### src/rtl/arb_pkg.sv
package arb_pkg;
  localparam int NUM_MST = 6;
  localparam int MID_W   = $clog2(NUM_MST);
  localparam int PRIO_W  = 2;
  localparam int DMA_CH  = 4;
  localparam int CH_W    = $clog2(DMA_CH);
  localparam int CFG_DW  = 32;
  localparam int SEL_W   = 3;

  typedef logic [PRIO_W-1:0] prio_t;
  typedef logic [MID_W-1:0]  mid_t;

  typedef enum logic [SEL_W-1:0] {
    SEL_IFETCH = 3'd0,
    SEL_DCACHE = 3'd1,
    SEL_EXT    = 3'd2,
    SEL_PCI    = 3'd3,
    SEL_MAL    = 3'd4,
    SEL_DMA    = 3'd5,
    SEL_CTRL   = 3'd6
  } cfg_sel_e;

  typedef enum logic {TIE_FIXED = 1'b0, TIE_RR = 1'b1} tie_mode_e;
  typedef enum logic {PH_REQ = 1'b0, PH_XFER = 1'b1} phase_e;

  localparam prio_t PRIO_DEF = 2'b10;
  localparam prio_t PRIO_TOP = 2'b11;
endpackage

### src/rtl/arb_cfg_regs.sv
module arb_cfg_regs
  import arb_pkg::*;
(
  input  logic                          clk_i,
  input  logic                          rst_ni,
  input  logic                          we_i,
  input  logic [SEL_W-1:0]              sel_i,
  input  logic [CFG_DW-1:0]             wdata_i,
  input  logic                          dcu_hi_pri_i,
  input  logic                          ext_hold_pri_i,
  input  logic [CH_W-1:0]               dma_chan_i,
  output logic [NUM_MST-1:0][PRIO_W-1:0] prio_o,
  output tie_mode_e                     mode_o,
  output logic [NUM_MST-1:0][MID_W-1:0] rank_o
);
  prio_t                         ifetch_q, ext_lo_q, ext_hi_q, pci_q, mal_q;
  logic                          dc_lo_q;
  logic [DMA_CH-1:0][PRIO_W-1:0] dma_q;
  tie_mode_e                     mode_q;
  logic [NUM_MST-1:0][MID_W-1:0] rank_q;

  always_ff @(posedge clk_i or negedge rst_ni) begin
    if (!rst_ni) begin
      ifetch_q <= PRIO_DEF;
      dc_lo_q  <= 1'b0;
      ext_lo_q <= PRIO_DEF;
      ext_hi_q <= PRIO_DEF;
      pci_q    <= PRIO_TOP;
      mal_q    <= PRIO_DEF;
      mode_q   <= TIE_FIXED;
      for (int c = 0; c < DMA_CH; c++) dma_q[c] <= PRIO_DEF;
      for (int k = 0; k < NUM_MST; k++) rank_q[k] <= mid_t'(k);
    end else if (we_i) begin
      unique case (sel_i)
        SEL_IFETCH: ifetch_q <= wdata_i[PRIO_W-1:0];
        SEL_DCACHE: dc_lo_q  <= wdata_i[0];  // upper bit is hardware-owned
        SEL_EXT: begin
          ext_lo_q <= wdata_i[PRIO_W-1:0];
          ext_hi_q <= wdata_i[2*PRIO_W-1:PRIO_W];
        end
        SEL_PCI:    pci_q <= wdata_i[PRIO_W-1:0];
        SEL_MAL:    mal_q <= wdata_i[PRIO_W-1:0];
        SEL_DMA:
          for (int c = 0; c < DMA_CH; c++) dma_q[c] <= wdata_i[c*PRIO_W +: PRIO_W];
        SEL_CTRL: begin
          mode_q <= tie_mode_e'(wdata_i[0]);
          for (int k = 0; k < NUM_MST; k++) rank_q[k] <= wdata_i[1+k*MID_W +: MID_W];
        end
        default: ;
      endcase
    end
  end

  always_comb begin
    prio_o[0] = ifetch_q;
    prio_o[1] = {dcu_hi_pri_i, dc_lo_q};
    prio_o[2] = ext_hold_pri_i ? ext_hi_q : ext_lo_q;
    prio_o[3] = pci_q;
    prio_o[4] = mal_q;
    prio_o[5] = dma_q[dma_chan_i];
  end

  assign mode_o = mode_q;
  assign rank_o = rank_q;
endmodule

### src/rtl/arb_pick.sv
module arb_pick
  import arb_pkg::*;
(
  input  logic [NUM_MST-1:0]             req_i,
  input  logic [NUM_MST-1:0][PRIO_W-1:0] prio_i,
  input  tie_mode_e                      mode_i,
  input  logic [NUM_MST-1:0][MID_W-1:0]  rank_i,
  input  mid_t                           last_i,
  output logic                           any_o,
  output mid_t                           win_o
);
  prio_t              top;
  logic [NUM_MST-1:0] tie;
  logic               fx_found, rr_found;
  mid_t               fx_win, rr_win;
  int                 idx;

  always_comb begin
    top = '0;
    for (int i = 0; i < NUM_MST; i++)
      if (req_i[i] && prio_i[i] > top) top = prio_i[i];
    for (int i = 0; i < NUM_MST; i++)
      tie[i] = req_i[i] && (prio_i[i] == top);

    fx_found = 1'b0;
    fx_win   = '0;
    for (int k = 0; k < NUM_MST; k++)
      if (!fx_found && int'(rank_i[k]) < NUM_MST && tie[rank_i[k]]) begin
        fx_found = 1'b1;
        fx_win   = rank_i[k];
      end

    rr_found = 1'b0;
    rr_win   = '0;
    idx      = 0;
    for (int off = 1; off <= NUM_MST; off++) begin
      idx = (int'(last_i) + off) % NUM_MST;
      if (!rr_found && tie[idx[MID_W-1:0]]) begin
        rr_found = 1'b1;
        rr_win   = idx[MID_W-1:0];
      end
    end

    win_o = (mode_i == TIE_RR) ? rr_win : fx_win;
  end

  assign any_o = |req_i;
endmodule

### src/rtl/arb_addr_fsm.sv
module arb_addr_fsm
  import arb_pkg::*;
#(
  parameter int AW      = 16,
  parameter int TIMEOUT = 16
) (
  input  logic               clk_i,
  input  logic               rst_ni,
  input  logic               any_req_i,
  input  mid_t               win_i,
  input  logic [AW-1:0]      win_addr_i,
  input  logic               win_rnw_i,
  input  logic               s_ack_i,
  output mid_t               last_o,
  output logic [NUM_MST-1:0] gnt_o,
  output logic [NUM_MST-1:0] addr_ack_o,
  output logic [NUM_MST-1:0] err_o,
  output logic               s_valid_o,
  output logic [AW-1:0]      s_addr_o,
  output logic               s_rnw_o,
  output mid_t               s_mid_o
);
  localparam int CNT_W = (TIMEOUT > 1) ? $clog2(TIMEOUT) : 1;
  localparam logic [CNT_W-1:0] CNT_LAST = CNT_W'(TIMEOUT - 1);

  phase_e           phase_q;
  mid_t             owner_q, last_q;
  logic [CNT_W-1:0] cnt_q;
  logic [AW-1:0]    addr_q;
  logic             rnw_q;
  logic             xfer, expire;

  assign xfer   = (phase_q == PH_XFER);
  assign expire = xfer && !s_ack_i && (cnt_q == CNT_LAST);  // ack beats timeout

  always_ff @(posedge clk_i or negedge rst_ni) begin
    if (!rst_ni) begin
      phase_q <= PH_REQ;
      owner_q <= '0;
      last_q  <= mid_t'(NUM_MST - 1);
      cnt_q   <= '0;
      addr_q  <= '0;
      rnw_q   <= 1'b0;
    end else if (!xfer) begin
      if (any_req_i) begin
        phase_q <= PH_XFER;
        owner_q <= win_i;
        last_q  <= win_i;
        addr_q  <= win_addr_i;
        rnw_q   <= win_rnw_i;
        cnt_q   <= '0;
      end
    end else if (s_ack_i || expire) begin
      phase_q <= PH_REQ;
    end else begin
      cnt_q <= cnt_q + CNT_W'(1);
    end
  end

  always_comb begin
    gnt_o = '0;
    if (xfer) gnt_o[owner_q] = 1'b1;
  end

  assign addr_ack_o = s_ack_i ? gnt_o : '0;
  assign err_o      = expire ? gnt_o : '0;
  assign s_valid_o  = xfer;
  assign s_addr_o   = xfer ? addr_q : '0;
  assign s_rnw_o    = xfer && rnw_q;
  assign s_mid_o    = xfer ? owner_q : '0;
  assign last_o     = last_q;

  AST_GNT_ONEHOT: assert property (@(posedge clk_i) disable iff (!rst_ni)
    $onehot0(gnt_o));
  AST_GNT_HELD: assert property (@(posedge clk_i) disable iff (!rst_ni)
    (|gnt_o && !s_ack_i && !(|err_o)) |=> ($stable(gnt_o) && $stable(s_addr_o)));
  AST_END_RELEASES: assert property (@(posedge clk_i) disable iff (!rst_ni)
    (|addr_ack_o || |err_o) |=> (gnt_o == '0));
  AST_ACK_TO_OWNER: assert property (@(posedge clk_i) disable iff (!rst_ni)
    |addr_ack_o |-> (addr_ack_o == gnt_o));
  AST_ERR_NEEDS_GNT: assert property (@(posedge clk_i) disable iff (!rst_ni)
    |err_o |-> (s_valid_o && !s_ack_i));
endmodule

### src/rtl/prio_bus_arbiter.sv
module prio_bus_arbiter
  import arb_pkg::*;
#(
  parameter int AW      = 16,
  parameter int TIMEOUT = 16
) (
  input  logic                  clk_i,
  input  logic                  rst_ni,
  input  logic [NUM_MST-1:0]    req_i,
  input  logic [NUM_MST-1:0]    rnw_i,
  input  logic [NUM_MST*AW-1:0] addr_i,
  input  logic                  dcu_hi_pri_i,
  input  logic                  ext_hold_pri_i,
  input  logic [CH_W-1:0]       dma_chan_i,
  input  logic                  cfg_we_i,
  input  logic [SEL_W-1:0]      cfg_sel_i,
  input  logic [CFG_DW-1:0]     cfg_wdata_i,
  output logic [NUM_MST-1:0]    gnt_o,
  output logic [NUM_MST-1:0]    addr_ack_o,
  output logic [NUM_MST-1:0]    timeout_err_o,
  output logic                  s_valid_o,
  output logic [AW-1:0]         s_addr_o,
  output logic                  s_rnw_o,
  output logic [MID_W-1:0]      s_mid_o,
  input  logic                  s_ack_i
);
  logic [NUM_MST-1:0][PRIO_W-1:0] prio;
  logic [NUM_MST-1:0][MID_W-1:0]  rank;
  tie_mode_e                      mode;
  mid_t                           last, win;
  logic                           any_req;
  logic [AW-1:0]                  win_addr;

  arb_cfg_regs i_cfg (
    .clk_i, .rst_ni,
    .we_i(cfg_we_i), .sel_i(cfg_sel_i), .wdata_i(cfg_wdata_i),
    .dcu_hi_pri_i, .ext_hold_pri_i, .dma_chan_i,
    .prio_o(prio), .mode_o(mode), .rank_o(rank)
  );

  arb_pick i_pick (
    .req_i, .prio_i(prio), .mode_i(mode), .rank_i(rank),
    .last_i(last), .any_o(any_req), .win_o(win)
  );

  assign win_addr = addr_i[int'(win)*AW +: AW];

  arb_addr_fsm #(.AW(AW), .TIMEOUT(TIMEOUT)) i_fsm (
    .clk_i, .rst_ni,
    .any_req_i(any_req), .win_i(win),
    .win_addr_i(win_addr), .win_rnw_i(rnw_i[win]),
    .s_ack_i, .last_o(last),
    .gnt_o, .addr_ack_o, .err_o(timeout_err_o),
    .s_valid_o, .s_addr_o, .s_rnw_o, .s_mid_o
  );

  AST_REQ_GETS_GNT: assert property (@(posedge clk_i) disable iff (!rst_ni)
    (!s_valid_o && |req_i) |=> |gnt_o);
  AST_GNT_WAS_REQ: assert property (@(posedge clk_i) disable iff (!rst_ni)
    $rose(s_valid_o) |-> |($past(req_i) & gnt_o));
endmodule

### config.mk
export PLATFORM = sky130hd
export DESIGN_NAME = prio_bus_arbiter
export DESIGN_NICKNAME = d
export VERILOG_FILES = /design/src/rtl/arb_pkg.sv /design/src/rtl/arb_cfg_regs.sv /design/src/rtl/arb_pick.sv /design/src/rtl/arb_addr_fsm.sv /design/src/rtl/prio_bus_arbiter.sv
export SDC_FILE = /design/constraint.sdc
export NUM_CORES = 1
export LEC_CHECK = 0
export BUFFER_PORTS_ARGS = -buffer_cell sky130_fd_sc_hd__buf_2
export CAP_MARGIN = 10
export CORE_MARGIN = 8
export CORE_UTILIZATION = 48
export DETAILED_ROUTE_END_ITERATION = 8
export GPL_TIMING_DRIVEN = 0
export HOLD_SLACK_MARGIN = 0.05
export PLACE_DENSITY = 0.87
export SLEW_MARGIN = 20
export SYNTH_ARGS = -nofsm -noshare
export SYNTH_HDL_FRONTEND = slang
export SYNTH_HIERARCHICAL = 1
export SYNTH_SLANG_ARGS = --single-unit
export TNS_END_PERCENT = 1
### constraint.sdc
create_clock -name clk_i -period 10 [get_ports clk_i]
set_input_delay 2 -clock clk_i [delete_from_list [all_inputs] [get_ports clk_i]]
set_output_delay 2 -clock clk_i [all_outputs]
set_load 0.1 [all_outputs]
==> run summary <==
Final #Nets: 1165
DP Worst Slack: -1.584 ns
HP Class: reg -> reg
Critical Path Fanout Max: 7
I/O Buffers: 175
root buffer cell: clkbuf_16
area of the multi-input gates: 5070 sq um
RePlAce Congestion: 0.9368
synth warn: 6
via count: 7395
cell area after synthesis: 6605 sq um
Hold Buf Count CTS: 0
CP delay by family, top: compound AO/OA/AOI/OAI gates
most frequent cells in the layout: buf_2 (177), nand2_1 (94), mux2i_1 (53)
largest net degree at the start of global routing: 59
Core Rows: 43
Filler Cell Count: 1023
Synth async-reset ratio: 100.0%
layout cell share with drive strength beyond 1: 44.62%
met1 wire length: 9.340 mm
largest family of logic cells by synthesized area: simple AND/OR/NAND/NOR gates
top cell type's share of synthesized area: 17.43%
ant diodes: 0
Critical Path End Type: register
Synthesized Nets: 926
vias in the first global route: 6983
Critical Path RT: 10.22 ns
Critical-path top delay cell: o32ai_2
Adder-Cell Fraction of Synth Area: 4.546%
number of max-cap violations: 0
Max clock buf depth: 2
commonest non-fill, non-tap cell in the layout: buf_2
worst skew pair latency: 0.33 ns
top layer in use: met4
placed wire-length estimate: 16.14 mm
Worst-Margin Slew: 0.6951 ns
Setup CP Type: in -> reg
First-pass DRT Iterations: 6
number of flops mapped to enable cells by yosys: 0
failing checks: negative setup slack
Synth Area in Compound Gates: 20.89%
Clock Skews: 0.006551 ns
CTS buffer count: 9
Initial Utilization: 48.33%
DP Area: 7744 sq um
initial antenna violation count: 0
sequential cell area: 1650 sq um
RSZ-0062 raised after global routing: yes
largest area contributor in the netlist: dfrtp_1
Seq cells post-synth: 65
min cycle time layout: 10.48 ns
GRT Total Usage: 24.09%
die width: 133.3 um
final hold violation count: 0
Die Area: 17770 sq um
first-pass GRT wire length: 35.42 mm
status: finished, violations left
core area: 13670 sq um
P&R area growth vs syn: 37.00%
Die Ht: 133.3 um
Worst-path clk slew: 0.05 ns
PnR worst setup slack: -0.4815 ns
Sink Count: 65
Syn Inst Count: 751
routed length on met3: 2.161 mm
Buf/Inv on CP: 8
endpoints failing setup: 17
antenna-violating nets left: 0
WL met2: 11.94 mm
top_reg_cell synth: dfrtp_1
Seq/Total Area, Yosys: 24.99%
max-slew violation count: 0
CTS tree: built
post-route DRC violation count: 0
DR iter-0 viols: 930
H-tree depth: 3
Congestion Overflow GR: 0
largest cells by area after synthesis: dfrtp_1 (17%), mux2i_1 (8.9%), dfstp_2 (7.6%)
post-synthesis xor/xnor area fraction: 1.193%
Simple-Gate Fraction of Synth Area: 23.98%
crit start category: input pin
Max Freq: 95.41 MHz
wire per inst: 20.98 um
Rel. slew slack: 52.93%
Design Area, Final: 9049 sq um
fin crit share: 104.8%
mux cell area share after synthesis: 18.07%
CP max stage delay: 0.55 ns
via density per instance: 6.294
crit path DAT: 10.70 ns
Syn Area/Cell: 8.795 sq um
post-synthesis cell type count: 93
overall routed net length: 24.66 mm
Ports: 190
-- what timing repair did --
action | CTS | global route
pin swaps | 22 | 43
gates resized for setup | 65 | 69
setup buffers | 25 | 25
endpoints found under the setup margin | 22 | 17
hold endpoints to repair | 0 | 0
cloned | 0 | 2
-- through the flow --
step	TNS, ns	cells	utilization [%]	hold slack, ns
floorplan	0	751	-	0.4372
global placement	-24.22	1106	56.45	0.4496
detailed placement	-26.16	1107	56.67	0.4577
CTS	0	1148	62.56	0.4711
global route	-11.22	1175	66.22	0.4926
finish	-7.301	1175	66.22	0.4732
-- registers in the layout, summed over array words and instances (netlist names) --
signal,cells
i_fsm/rnw_q,1
i_cfg/ifetch_q,2
i_cfg/mal_q,2
i_fsm/addr_q,16
i_cfg/dma_q,8
i_cfg/dc_lo_q,1
i_cfg/mode_o,1
i_fsm/cnt_q,4
i_fsm/last_o,2
i_cfg/ext_hi_q,2
i_cfg/pci_q,2
i_cfg/rank_o,18
i_fsm/owner_q,3
i_cfg/ext_lo_q,2
i_fsm/s_valid_o,1
-- worst paths after layout --
path / slack, ns / depth (start not counted) / startpoint / endpoint
setup / recovery: -0.48 / 48 / req_i[0] / i_fsm/addr_q[15]
hold / removal: 0.47 / 2 / i_fsm/addr_q[15] / i_fsm/addr_q[15]
setup reg to reg: 0.69 / 47 / i_cfg/ifetch_q[1] / i_fsm/addr_q[15]
hold reg to reg: 0.47 / 2 / i_fsm/addr_q[15] / i_fsm/addr_q[15]
max in group asynchronous: 7.93 / 2 / rst_ni / i_fsm/last_o[2]
min in group asynchronous: 1.50 / 1 / rst_ni / i_cfg/ifetch_q[0]
-- metal layers --
layer / GRT usage [%] / up-vias
li1: - / 3263
met1: 29.66 / 3509
met2: 40.02 / 488
met3: 4.593 / 135
met4: 10.79 / 0
met5: 0 / -
-- tightest hold or removal path: stages (launching register included) --
cell and delay, ns:
dfrtp_1 0.34, nand2_1 0.05, nand2_1 0.06
-- cell usage after synthesis, types with 14 or more instances --
cell type  count
nand2_1      100
mux2i_1       59
dfrtp_1       46
nor2_1        42
o21ai_0       40
inv_1         38
and2_1        32
mux2_2        32
ha_1          24
nor3_1        22
a21oi_1       21
dfstp_2       19
o32a_1        17
nor2b_1       14
-- cell type report --
type	count	area share [%]
Multi-Input combinational cell	613	56.03
Sequential cell	65	18.24
Timing Repair Buffer	228	14.89
Buffer	34	3.581
Clock buffer	11	2.793
Tap cell	180	2.489
Inverter	39	1.645
Clock inverter	5	0.3319
-- cells by family (layout without fill, tap and decap cells) --
logic type                 count (synthesis)  count (layout)
and+or+nand+nor                          295             295
xor gates and xnor gates                   9               9
buffers and inverters                     73             317
muxes                                    106             106
AOI/OAI and AO/OA                        179             179
adders and majority gates                 24              24
DFF                                       65              65
Power is left out: the tool's default activity adds up to more than one toggle a clock period on the data nets, which glitch-free logic cannot reach.
